==> config.mk <==
export PLATFORM = sky130hd
export DESIGN_NAME = nib_serdes_lane
export DESIGN_NICKNAME = d
export VERILOG_FILES = /design/src/rtl/nib_serdes_pkg.sv /design/src/rtl/nib_serdes_phase.sv /design/src/rtl/nib_serdes_ser.sv /design/src/rtl/nib_serdes_deser.sv /design/src/rtl/nib_serdes_lock.sv /design/src/rtl/nib_serdes_lane.sv
export SDC_FILE = /design/constraint.sdc
export NUM_CORES = 1
export LEC_CHECK = 0
export ABC_AREA = 0
export BUFFER_PORTS_ARGS = -buffer_cell sky130_fd_sc_hd__clkbuf_2
export CORE_MARGIN = 2
export CORE_UTILIZATION = 58
export CTS_CLUSTER_DIAMETER = 120
export DETAILED_ROUTE_END_ITERATION = 12
export HOLD_SLACK_MARGIN = 0.15
export PLACE_DENSITY_LB_ADDON = 0.25
export SYNTH_ARGS = -nofsm -noshare
export SYNTH_HDL_FRONTEND = slang
export SYNTH_SLANG_ARGS = --single-unit
==> constraint.sdc <==
create_clock -name clk -period 3 [get_ports clk]
set_input_delay 0.15 -clock clk [delete_from_list [all_inputs] [get_ports clk]]
set_output_delay 0.15 -clock clk [all_outputs]
set_load 0.05 [all_outputs]
==> src/rtl/nib_serdes_pkg.sv <==
package nib_serdes_pkg;

    localparam int NIB  = 4;
    localparam int PH_W = $clog2(NIB);

    typedef enum logic [1:0] {
        RATE_FULL = 2'd0,
        RATE_HALF = 2'd1,
        RATE_FEED = 2'd2
    } rate_e;

    // Pin code to effective rate; 00 and 11 are both full rate
    function automatic rate_e decode_rate(input logic [1:0] code);
        case (code)
            2'b10:   return RATE_HALF;
            2'b01:   return RATE_FEED;
            default: return RATE_FULL;
        endcase
    endfunction

    // Serial bit for a given phase of the word period
    function automatic logic tx_pick(input logic [NIB-1:0] word,
                                     input rate_e rate,
                                     input logic [PH_W-1:0] ph);
        case (rate)
            RATE_HALF: return word[{ph[PH_W-1], 1'b0}];
            RATE_FEED: return word[0];
            default:   return word[ph];
        endcase
    endfunction

    // Assemble a received nibble; live is the bit on the line in the last phase
    function automatic logic [NIB-1:0] rx_build(input logic [NIB-2:0] acc,
                                                input logic live,
                                                input rate_e rate);
        case (rate)
            RATE_HALF: return {acc[2], acc[2], acc[0], acc[0]};
            RATE_FEED: return {NIB{acc[0]}};
            default:   return {live, acc};
        endcase
    endfunction

endpackage

==> src/rtl/nib_serdes_phase.sv <==
module nib_serdes_phase
    import nib_serdes_pkg::*;
(
    input  logic            clk,
    input  logic            rst,
    output logic [PH_W-1:0] ph,
    output logic            word_end
);
    localparam logic [PH_W-1:0] PH_LAST = PH_W'(NIB - 1);

    always_ff @(posedge clk) begin
        if (rst) ph <= '0;
        else     ph <= (ph == PH_LAST) ? '0 : ph + PH_W'(1);
    end

    assign word_end = (ph == PH_LAST);
endmodule

==> src/rtl/nib_serdes_ser.sv <==
module nib_serdes_ser
    import nib_serdes_pkg::*;
(
    input  logic            clk,
    input  logic            rst,
    input  logic [PH_W-1:0] ph,
    input  logic            word_end,
    input  rate_e           rate_new,
    input  logic [NIB-1:0]  tx_nibble,
    output rate_e           rate_q,
    output logic            tx_serial
);
    logic [NIB-1:0] word_q;

    always_ff @(posedge clk) begin
        if (rst) begin
            word_q <= '0;
            rate_q <= RATE_FULL;
        end else if (word_end) begin
            word_q <= tx_nibble;
            rate_q <= rate_new;
        end
    end

    assign tx_serial = tx_pick(word_q, rate_q, ph);
endmodule

==> src/rtl/nib_serdes_deser.sv <==
module nib_serdes_deser
    import nib_serdes_pkg::*;
(
    input  logic            clk,
    input  logic            rst,
    input  logic [PH_W-1:0] ph,
    input  logic            word_end,
    input  rate_e           rate_q,
    input  logic            rx_serial,
    output logic [NIB-1:0]  rx_nibble,
    output logic            rx_valid
);
    logic [NIB-2:0] acc;

    always_ff @(posedge clk) begin
        if (rst) begin
            acc <= '0;
        end else begin
            for (int i = 0; i < NIB - 1; i++) begin
                if (ph == PH_W'(i)) acc[i] <= rx_serial;
            end
        end
    end

    always_ff @(posedge clk) begin
        if (rst) begin
            rx_nibble <= '0;
            rx_valid  <= 1'b0;
        end else begin
            rx_valid <= word_end;
            if (word_end) rx_nibble <= rx_build(acc, rx_serial, rate_q);
        end
    end
endmodule

==> src/rtl/nib_serdes_lock.sv <==
module nib_serdes_lock
    import nib_serdes_pkg::*;
#(
    parameter int LOCK_WORDS = 8
) (
    input  logic  clk,
    input  logic  rst,
    input  logic  word_end,
    input  rate_e rate_q,
    input  rate_e rate_new,
    output logic  locked
);
    localparam int CW = $clog2(LOCK_WORDS + 1);
    localparam logic [CW-1:0] CNT_INIT = CW'(LOCK_WORDS);

    logic [CW-1:0] cnt;

    always_ff @(posedge clk) begin
        if (rst) begin
            cnt <= CNT_INIT;
        end else if (word_end) begin
            if (rate_new != rate_q) cnt <= CNT_INIT;
            else if (cnt != '0)     cnt <= cnt - CW'(1);
        end
    end

    assign locked = (cnt == '0);
endmodule

==> src/rtl/nib_serdes_lane.sv <==
module nib_serdes_lane
    import nib_serdes_pkg::*;
#(
    parameter int LOCK_WORDS = 8
) (
    input  logic           clk,
    input  logic           rst,
    input  logic [1:0]     rate_mode,
    input  logic [NIB-1:0] tx_nibble,
    output logic           tx_take,
    output logic           tx_serial,
    input  logic           rx_serial,
    output logic [NIB-1:0] rx_nibble,
    output logic           rx_valid,
    output logic           locked
);
    logic [PH_W-1:0] ph;
    logic            word_end;
    rate_e           rate_new;
    rate_e           rate_q;

    assign rate_new = decode_rate(rate_mode);
    assign tx_take  = word_end;

    nib_serdes_phase u_phase (
        .clk      (clk),
        .rst      (rst),
        .ph       (ph),
        .word_end (word_end)
    );

    nib_serdes_ser u_ser (
        .clk       (clk),
        .rst       (rst),
        .ph        (ph),
        .word_end  (word_end),
        .rate_new  (rate_new),
        .tx_nibble (tx_nibble),
        .rate_q    (rate_q),
        .tx_serial (tx_serial)
    );

    nib_serdes_deser u_deser (
        .clk       (clk),
        .rst       (rst),
        .ph        (ph),
        .word_end  (word_end),
        .rate_q    (rate_q),
        .rx_serial (rx_serial),
        .rx_nibble (rx_nibble),
        .rx_valid  (rx_valid)
    );

    nib_serdes_lock #(.LOCK_WORDS(LOCK_WORDS)) u_lock (
        .clk      (clk),
        .rst      (rst),
        .word_end (word_end),
        .rate_q   (rate_q),
        .rate_new (rate_new),
        .locked   (locked)
    );
endmodule

* Word level (Yosys, flattened, before mapping)
Cells that the tools add are included.
Word-level totals: flip-flop bits (word level) 20, input port bits 9, output and inout port bits 8
Cells by class: $add $sub $neg 2, order comparisons 2, equality and inequality tests 8, muxes and demuxes 9, reductions and logical operators 6
Operators with widths (count):
- $eq A2 B2 Y1 const B | 4
- $mux W4 | 2
- $pmux W4 S2 | 1
- $eq A2 B1 Y1 const B | 3
- $lt A2 B3 Y1 const B | 2
- $logic_not A4 Y1 | 1
- $pmux W2 S2 | 1
- $reduce_bool A4 Y1 | 1
- $sub A4 B1 Y4 const B | 1
- $mux W1 | 3
- $add A2 B1 Y2 const B | 1
- $bmux W1 S2 | 1
- $logic_not A2 Y1 | 1
- $ne A2 B2 Y1 | 1
- $pmux W1 S2 | 1
- $reduce_and A2 Y1 | 1
- $reduce_bool A2 Y1 | 1
- $reduce_or A2 Y1 | 1

* Depth between registers and ports, before layout
Gate-level depths: netlist of run 1.
word-level depth 5, mapped depth 7, gate-level depth less buffers 6

* Cells and area by module
Synthesis of run 1 repeated with hierarchy kept, for this count alone.
Second synthesis, totals: cells, all modules 104, area total of the unflattened synthesis 1017.2 um^2
By module, submodules not included:
- nib_serdes_deser | times used 1, cells an instance 40, area each 370.4 um^2, sequential area each 160.2 um^2
- nib_serdes_ser | times used 1, cells an instance 29, area each 300.3 um^2, sequential area each 120.1 um^2
- nib_serdes_lock | times used 1, cells an instance 28, area each 256.5 um^2, sequential area each 80.1 um^2
- nib_serdes_phase | times used 1, cells an instance 5, area each 75.1 um^2, sequential area each 40.0 um^2
- nib_serdes_lane | times used 1, cells an instance 2, area each 15.0 um^2, sequential area each 0.0 um^2

* Worst setup path after synthesis of run 1
Ideal clock, no wire load.
path kind register -> register, start reg u_lock.cnt[0], end reg u_lock.cnt[0], library setup time 121 ps, data arrival time 2284 ps, required time 2879 ps, slack 596 ps, stages on the path, launching flop included 6, clock period less this slack 2404 ps, path through dfxtp_1 -> inv_1 -> ha_1 -> nor3b_1 -> nor3b_2 -> mux2_2
Between the ends: longest elaborated chain between the ends 3
Ends and longest elaborated chain:
- from (decl) | RTL line nib_serdes_lock.sv:16 | logic [CW-1:0] cnt;
- from (signal assigned) | RTL line nib_serdes_lock.sv:23 | else if (cnt != '0) cnt <= cnt - CW'(1);
- $sub A4 B1 Y4 / $reduce_bool A4 Y1 (equally long branches) | RTL line nib_serdes_lock.sv:23
- $mux W4 / $reduce_bool A2 Y1 (equally long branches)
- $mux W4 / $reduce_and A2 Y1 (equally long branches)
Parallel ways exist; a longest one is shown, timed or not. The select of a mux whose other input is x is not followed. A chain may end at the register's enable or synchronous reset.

* Worst setup path after layout of run 1
start reg u_ser.rate_q[0], end out tx_serial
Between the ends: longest elaborated chain between the ends 2
Ends and longest elaborated chain:
- from (decl) | RTL line nib_serdes_ser.sv:10 | output rate_e rate_q,
- from (signal assigned) | RTL line nib_serdes_ser.sv:21 | rate_q <= rate_new;
- $eq A2 B2 Y1 / $eq A2 B1 Y1 (equally long branches) | RTL line nib_serdes_pkg.sv:25 | case (rate)
- $pmux W1 S2 * | RTL line nib_serdes_pkg.sv:25
- to (decl) | RTL line nib_serdes_lane.sv:11 | output logic tx_serial,
Every way passes the cells marked *; elsewhere a longest branch is shown, timed or not.

==> impl_metrics.yaml, run 1 <==
timing:
  worst_clock_skew_ps: 1.34
  worstMarginPinSlew_ps: 418
  rsz0062_at_grt: "false"
  slew_headroom: 0.721
  final_hold_viol_count: 0
  fmax_mhz: 507
  min_period_ps: 1970
  finalSetupViolations: 0
  post-route-period-util: 0.657
  slew_viol_final: 0
  final.setup.tns_ps: 0
layout:
  drive_gt1_frac: 0.200
  stdcell_count: 147
  antenna_cells: 0
  fillers: 138
  area_growth_pct: 18.2
  nets: 148
global_routing:
  grt_antenna_before_repair: 0
  grt_pass1_vias: 728
  grt_pass1_wl_um: 3010
  grt_usage: 0.201
  grt_max_degree: 23
  overflow: 0
clocking:
  htree_num_levels: 1
  cts_buffers: 3
  cts_setup_buffers: 0
  clock-sinks: 20
  clock_latency_ps: 290
  clockBufferDepth: 2
  cts_tree: "built"
  clock-root-buffer: "clkbuf_4"
  clkSlewWorstSetupHoldPaths_ps: 110
setup_path:
  crit_path_max_incr_delay_ps: 430
  critical_path.startpoint_type: "register"
  slowest_stage: "ha_1"
  required_ps: 2850
  cp_max_fo: 9
  path_cells: "inv_1, ha_1, nand3_1, o21ai_0, a21o_1, clkbuf_2"
  cp_num_buf_inv: 2
  endpoint_kind: "output port"
  criticalPathCategory: "reg2out"
  crit_arrival_ps: 1820
  path_delay_family: "adder cells"
placed_design:
  port_buffers: 16
  place.gp.congestion: 0.794
  hpwl_um: 1220
  dp_cells: 136
synthesis:
  ys_seq_area_frac: 0.395
  ys_types: 31
  synth_top_area_frac: 0.395
  synth.area.top_cells: "dfxtp_1, ha_1, mux2i_1, nand2b_1, nor2_1"
  synth_cells: 107
  synth_fp_nets: 124
  yosys.area.top_type: "dfxtp_1"
  syn_area_um2: 1010
  avgSynthCellArea_um2: 9.48
  yosys_register_bits: 20
  ys_warn_count: 0
job:
  drv_cap: 0
routing:
  drc: 0
  routed_wl_um: 1670
  via_per_inst: 5.40
  wl_per_cell_um: 11.3
  num_vias: 794
  firstDrtPassIters: 4
  dr.first_iter.drc_count: 11
  ant_nets: 0
floorplanning:
  die_x_um: 45.8
  initial_core_util: 0.601
  die_area_um2: 2100
  ioPinCount: 17
  rows: 15
  chipHeight_um: 45.8
  core_area_um2: 1690
power:
  irDropWorstVdd_mv: 0.357
  total_power_uw: 560
  p_leak_uw: 0.000491
  powerDensity_nw_per_um2: 467
run_status:
  status: "finished clean"
hold_path:
  hp-class: "in2reg"
[report_power, final]
group          leakage [uW]  switching, uW  internal, uW
Clock             0.0000210           79.3          74.0
Sequential         0.000163           13.1           281
Combinational      0.000307           63.6          49.9
Total              0.000491            156           404
[per-stage QoR]
stage	cell area (um2)	setup WS (ps)	utilization	hold WS, ps
floorplan	1010	596	-	228
global placement	1090	1420	0.647	387
detailed placement	1090	1370	0.647	397
CTS	1200	1030	0.710	290
global route	1200	819	0.710	319
finish	1200	1030	0.710	289
[worst reg2reg max path, cell delays in order (launching register included)]
cell     delay, ps
dfxtp_1        430
ha_1           190
or4b_1         460
a21o_1         190
a211o_1        250
[worst paths after layout]
| check | to | cells after the start | start | slack, ps |
|---|---|---|---|---|
| worst max-delay path | tx_serial | 6 | u_ser.rate_q[0]$_SDFFE_PP0P_ | 1030 |
| worst min-delay path | u_ser.rate_q[1]$_SDFFE_PP0P_ | 2 | rst | 290 |
| worst max register to register | u_lock.cnt[3]$_SDFFE_PP1P_ | 4 | u_phase.ph[1]$_SDFF_PP0_ | 1370 |
| worst min register to register | u_deser.rx_nibble[3]$_SDFFE_PP0P_ | 2 | u_deser.rx_nibble[3]$_SDFFE_PP0P_ | 470 |
[logic make-up (layout without fill, tap and decap cells)]
logic type                 Yosys count  after routing  synth area share
muxes                               10             10             0.101
DFF                                 20             20             0.395
xor gates and xnor gates             1              1           0.00863
AOI/OAI and AO/OA                   20             20             0.134
buffers and inverters               12             35            0.0555
adders and majority gates            8              8            0.0986
and+or+nand+nor                     36             36             0.207
[layer usage]
metal  wire [um]  vias to the layer above  global-route usage
met5           0                        -                   0
met4          34                        0               0.109
met3          46                        4              0.0437
met2         774                       14               0.315
met1         809                      356               0.255
li1            -                      420                   -
[Yosys cell counts]
master / instances
nor3_1: 2
a221o_1: 1
a21o_1: 2
or4b_1: 1
a211oi_2: 1
nand2b_1: 7
or2_2: 1
mux2_2: 2
ha_1: 8
dfxtp_1: 20
buf_4: 1
inv_1: 7
o211ai_1: 1
xnor2_1: 1
a31oi_1: 2
nor4bb_1: 2
nand3_1: 4
a22o_1: 2
buf_6: 1
a211o_1: 1
nor2_1: 10
a21oi_1: 5
o21ai_0: 3
nand3b_1: 2
nor3b_1: 2
clkbuf_1: 3
nor3b_2: 1
o22ai_1: 2
nand2_1: 2
nor2b_1: 2
mux2i_1: 8
[layout by cell type (no fill, tap or decap), drive strengths merged]
| cell | count |
|---|---|
| mux2 | 2 |
| nor4bb | 2 |
| dfxtp | 20 |
| inv | 7 |
| o22ai | 2 |
| o211ai | 1 |
| nor3 | 2 |
| nand3b | 2 |
| or2 | 1 |
| or4b | 1 |
| a22o | 2 |
| a21o | 2 |
| a21oi | 5 |
| nand2 | 2 |
| a211o | 1 |
| clkbuf | 20 |
| nand3 | 4 |
| ha | 8 |
| buf | 1 |
| a31oi | 2 |
| a221o | 1 |
| nor3b | 3 |
| nand2b | 7 |
| xnor2 | 1 |
| mux2i | 8 |
| nor2b | 2 |
| o21ai | 3 |
| a211oi | 1 |
| nor2 | 10 |
| dlygate4sd3 | 7 |
[repair_timing]
item                      in CTS  in global routing
hold endpoints to repair       8                  0
resized for setup              0                  0
hold buffers                   7                  0
[sequential cells by signal, indices dropped and copies added (netlist names)]
signal             cells
u_deser.acc            3
u_deser.rx_nibble      4
u_deser.rx_valid       1
u_lock.cnt             4
u_phase.ph             2
u_ser.rate_q           2
u_ser.word_q           4
[layout make-up]
cell class	count	area [um2]	share of cell area
flip-flops and latches	20	400	0.334
inverters	7	26.3	0.0219
multi-input cells	75	558	0.465
repair buffers	24	158	0.131
clock buffers	4	36.3	0.0302
well taps	17	21.3	0.0177
No activity file was read; power rests on OpenSTA's default activity.
==> inputs of run 2 (changes only) <==
- CORE_UTILIZATION: 58 -> 54
- clock period: 3 -> 1.95 ns (I/O delays scaled with it)
==> impl_metrics.yaml, run 2 (synthesis results as in run 1) <==
timing:
  worstMarginPinSlew_ps: 400
  min_period_ps: 1880
  finalSetupViolations: 0
  rsz0062_at_grt: "false"
  worst_clock_skew_ps: 3.08
  final.setup.tns_ps: 0
  post-route-period-util: 0.962
  slew_viol_final: 0
  slew_headroom: 0.733
  fmax_mhz: 533
  final_hold_viol_count: 0
floorplanning:
  initial_core_util: 0.581
  chipHeight_um: 47.4
  ioPinCount: 17
  core_area_um2: 1750
  die_area_um2: 2240
  die_x_um: 47.4
  rows: 15
power:
  p_leak_uw: 0.000492
  irDropWorstVdd_mv: 0.480
  powerDensity_nw_per_um2: 708
hold_path:
  holdPathStages: 2
  min_from: "rst"
  hp-class: "in2reg"
  min_delay_worst_endpoint: "u_deser.rx_nibble[2]$_SDFFE_PP0P_"
placed_design:
  port_buffers: 16
  place.gp.congestion: 0.766
  hpwl_um: 1370
routing:
  ant_nets: 0
  firstDrtPassIters: 4
  routed_wl_um: 2000
  wl_per_cell_um: 12.8
  dr.first_iter.drc_count: 7
  drc: 0
  num_vias: 844
  via_per_inst: 5.41
layout:
  area_growth_pct: 21.2
  nets: 149
  layout_commonest_cell: "dfxtp_1"
  multi_input_area_um2: 568
  drive_gt1_frac: 0.221
  fin_util: 0.705
  final-seq-area_um2: 400
  antenna_cells: 0
  fillers: 148
  reg_top3: "u_deser.rx_nibble x4, u_lock.cnt x4, u_ser.word_q x4"
  final_cell_mix: "dfxtp_1, clkbuf_2, nor2_1, mux2i_1, dlygate4sd3_1"
clocking:
  cts_buffers: 3
  cts_setup_buffers: 0
  clock_latency_ps: 290
  clockBufferDepth: 2
  clock-sinks: 20
  cts_tree: "built"
  clock-root-buffer: "clkbuf_4"
  htree_num_levels: 1
  clkSlewWorstSetupHoldPaths_ps: 110
run_status:
  status: "finished clean"
global_routing:
  grt_antenna_before_repair: 0
  grt_pass1_vias: 699
  grt_pass1_wl_um: 2860
  grt_max_degree: 23
  overflow: 0
  grt_usage: 0.180
setup_path:
  criticalPathCategory: "reg2out"
  crit_arrival_ps: 1780
  cp_max_fo: 9
  worst-r2r-setup-slack_ps: 210
  endpoint_kind: "output port"
  worstReg2RegEnd: "u_ser.rate_q[1]$_SDFFE_PP0P_"
  worstReg2RegStart: "u_phase.ph[1]$_SDFF_PP0_"
  critical_path.startpoint_type: "register"
  required_ps: 1850
  rr_worst_depth: 5
job:
  drv_cap: 0
==> run 2: layout make-up <==
type,instances,share of cell area
tap,25,0.0254
inverter,7,0.0214
timing repair buffer,25,0.136
multi-input combinational,75,0.462
clock buffer,4,0.0295
sequential,20,0.326
==> run 2: how the worst max path moves through the flow <==
stage,startpoint,end,depth (start not counted)
finish,u_ser.rate_q[0]$_SDFFE_PP0P_,tx_serial,6
global route,u_ser.rate_q[0]$_SDFFE_PP0P_,tx_serial,6
CTS,u_ser.rate_q[0]$_SDFFE_PP0P_,tx_serial,6
detailed placement,u_phase.ph[1]$_SDFF_PP0_,u_lock.cnt[3]$_SDFFE_PP1P_,4
global placement,u_phase.ph[1]$_SDFF_PP0_,u_lock.cnt[3]$_SDFFE_PP1P_,4
floorplan,u_phase.ph[1]$_SDFF_PP0_,u_lock.cnt[3]$_SDFFE_PP1P_,4
==> run 2: per-stage QoR <==
step                hold WS, ps  std cells  cell area (um2)  setup slack, ps  power (uW)
floorplan                   176        107             1020              141         591
global placement            333        144             1110              354         622
detailed placement          342        144             1110              297         630
CTS                         238        156             1230             1.76         883
global route                276        156             1230             3.70         914
finish                      243        156             1230             73.9         871
==> run 2: layer usage <==
| layer | share of wire | GRT usage |
|---|---|---|
| met2 | 0.53 | 0.330 |
| met4 | 0.0075 | 0.0500 |
| met5 | 0 | 0 |
| met1 | 0.43 | 0.212 |
| met3 | 0.031 | 0.0346 |
==> run 2: critical path, stage by stage (launching register included) <==
cell and delay (ps):
dfxtp_1 420, inv_1 70, ha_2 400, a31oi_1 60, a31oi_1 180, a21o_1 100, buf_2 250
==> run 2: power breakdown <==
| group | leakage (uW) | internal [uW] | switching (uW) | total (uW) |
|---|---|---|---|---|
| combinational | 0.000309 | 79.6 | 102 | 182 |
| sequential | 0.000163 | 432 | 21.4 | 453 |
| clock | 0.0000210 | 114 | 123 | 237 |
==> run 2: timing repair <==
action / CTS / global route
resized for setup: 0 / 2
hold buffers: 8 / 0
hold endpoints to repair: 9 / 0
setup endpoints to repair: 0 / 1
==> inputs of run 3 (changes only) <==
- ABC_AREA: 0 -> 1
- BUFFER_PORTS_ARGS: -buffer_cell sky130_fd_sc_hd__clkbuf_2 -> -buffer_cell sky130_fd_sc_hd__buf_2
==> impl_metrics.yaml, run 3 <==
run_status:
  status: "finished clean"
synthesis:
  synth_edf_count: 0
  ys_warn_count: 0
  ys_top_cells_by_count: "nand2_1, dfxtp_1, nand3_1, inv_1"
  ys_types: 25
  avgSynthCellArea_um2: 7.75
  yosys.area.top_type: "dfxtp_1"
  synth_fp_nets: 151
  synth_cells: 134
  syn_area_um2: 1040
  async_flop_share: 0
  yosys_register_bits: 20
  synth_top_area_frac: 0.386
  ys_seq_area_frac: 0.386
  synth.area.top_cells: "dfxtp_1, ha_1, nand2_1, nand3_1, inv_1"
  ys.flop_type: "dfxtp_1"
  yosysMostFrequentCell: "nand2_1"
clocking:
  cts_buffers: 3
  htree_num_levels: 1
  cts_tree: "built"
  clock-sinks: 20
  clock-root-buffer: "clkbuf_4"
  clkSlewWorstSetupHoldPaths_ps: 110
  clock_latency_ps: 300
  clockBufferDepth: 2
layout:
  final-seq-area_um2: 400
  reg_top3: "u_deser.rx_nibble x4, u_lock.cnt x4, u_ser.word_q x4"
  layout_commonest_cell: "nand2_1"
  multi_input_area_um2: 534
  final_cell_mix: "nand2_1, dfxtp_1, nand3_1, inv_1, buf_2"
  fillers: 137
  nets: 184
  area_growth_pct: 27.5
  antenna_cells: 0
  drive_gt1_frac: 0.211
  fin_area_um2: 1320
  fin_util: 0.750
timing:
  finalSetupViolations: 0
  worstMarginPinSlew_ps: 384
  slew_viol_final: 0
  slew_headroom: 0.743
  fmax_mhz: 544
  worst_clock_skew_ps: 1.81
  rsz0062_at_grt: "false"
  final_hold_viol_count: 0
  post-route-period-util: 0.942
  final.setup.tns_ps: 0
  min_period_ps: 1840
job:
  drv_cap: 0
floorplanning:
  rows: 15
  core_area_um2: 1760
  die_area_um2: 2290
  initial_core_util: 0.589
  ioPinCount: 17
  die_x_um: 47.9
  chipHeight_um: 47.9
power:
  irDropWorstVdd_mv: 0.636
  p_leak_uw: 0.000601
  powerDensity_nw_per_um2: 763
global_routing:
  grt_max_degree: 15
  grt_pass1_vias: 873
  grt_pass1_wl_um: 3570
  grt_antenna_before_repair: 0
  overflow: 0
  grt_usage: 0.227
placed_design:
  place.gp.congestion: 0.904
  port_buffers: 16
  hpwl_um: 1500
  placed_area_um2: 1140
setup_path:
  slowest_stage: "dfxtp_1"
  rr_worst_depth: 6
  criticalPathCategory: "reg2out"
  crit_path_max_incr_delay_ps: 370
  cp_max_fo: 4
  endpoint_kind: "output port"
  required_ps: 1850
  crit_arrival_ps: 1740
  critical_path.startpoint_type: "register"
  path_cells: "inv_1, ha_1, nand2_1, a21oi_1, o21ai_0, o211ai_1, clkbuf_4"
routing:
  routed_wl_um: 2200
  num_vias: 980
  firstDrtPassIters: 4
  wl_per_cell_um: 11.5
  via_per_inst: 5.13
  dr.first_iter.drc_count: 24
  ant_nets: 0
  drc: 0
hold_path:
  holdPathStages: 2
  hp-class: "reg2reg"
run 3: cell types whose count changed after synthesis, moves of 3 or more:
cell / delta
inv_2: +5
nand2b_1: -7
nor2_1: -5
nand3_1: +13
o21ai_0: +4
inv_1: +9
clkbuf_1: -3
mux2i_1: -8
a21oi_1: +3
nand2_1: +23
o21ai_1: +4
run 3: per-stage QoR:
stage	setup WS (ps)	total power, uW	std cells	hold slack, ps
after floorplan	171	618	134	192
after global placement	491	656	174	284
after detailed placement	428	662	174	289
after CTS	80.7	1010	191	480
after global routing	1.93	1070	191	502
final	113	1010	191	475
run 3: cell families after synthesis:
family | after synthesis | share of synthesized area
compound gates | 24 | 0.123
buf+inv | 24 | 0.100
simple gates | 58 | 0.295
fa+ha+maj | 8 | 0.0964
flops | 20 | 0.386
run 3: critical path, delay by kind of cell (launching register included):
family | cells | cell delay, ps
AOI/OAI and AO/OA | 3 | 310
adders and majority gates | 1 | 340
buffers and inverters | 2 | 340
DFF | 1 | 370
and+or+nand+nor | 1 | 80
run 3: layer usage:
layer  track usage  share of wire  vias to the layer above
met5             0              0                        -
met4         0.114          0.029                        0
met3        0.0604          0.050                        9
met2         0.376           0.48                       32
met1         0.271           0.44                      438
li1              -              -                      501
run 3: power by group:
group | internal [uW] | leakage, uW | switching [uW]
Sequential | 435 | 0.000163 | 21.1
Combinational | 81.6 | 0.000410 | 138
Clock | 208 | 0.0000279 | 127
run 3: cell type report:
type,count,area share
Clock buffer,3,0.0170
Clock inverter,1,0.0227
Inverter,22,0.0643
Multi-Input combinational cell,90,0.404
Sequential cell,20,0.302
Tap cell,25,0.0236
Timing Repair Buffer,30,0.166
run 3: repair_timing:
| action | CTS | global route |
|---|---|---|
| setup buffers | 0 | 0 |
| setup endpoints to repair | 0 | 1 |
| endpoints found under the hold margin | 13 | 0 |
| hold buffers | 13 | 0 |
| resized for setup | 0 | 1 |
run 3: path summary, 6_finish.rpt:
check	startpoint	end	slack, ps
worst min-delay path	u_deser.rx_nibble[2]$_SDFFE_PP0P_	u_deser.rx_nibble[2]$_SDFFE_PP0P_	470
worst min register to register	u_deser.rx_nibble[2]$_SDFFE_PP0P_	u_deser.rx_nibble[2]$_SDFFE_PP0P_	470
worst max register to register	u_phase.ph[1]$_SDFF_PP0_	u_ser.word_q[0]$_SDFFE_PP0P_	170
worst max-delay path	u_ser.rate_q[0]$_SDFFE_PP0P_	tx_serial	110
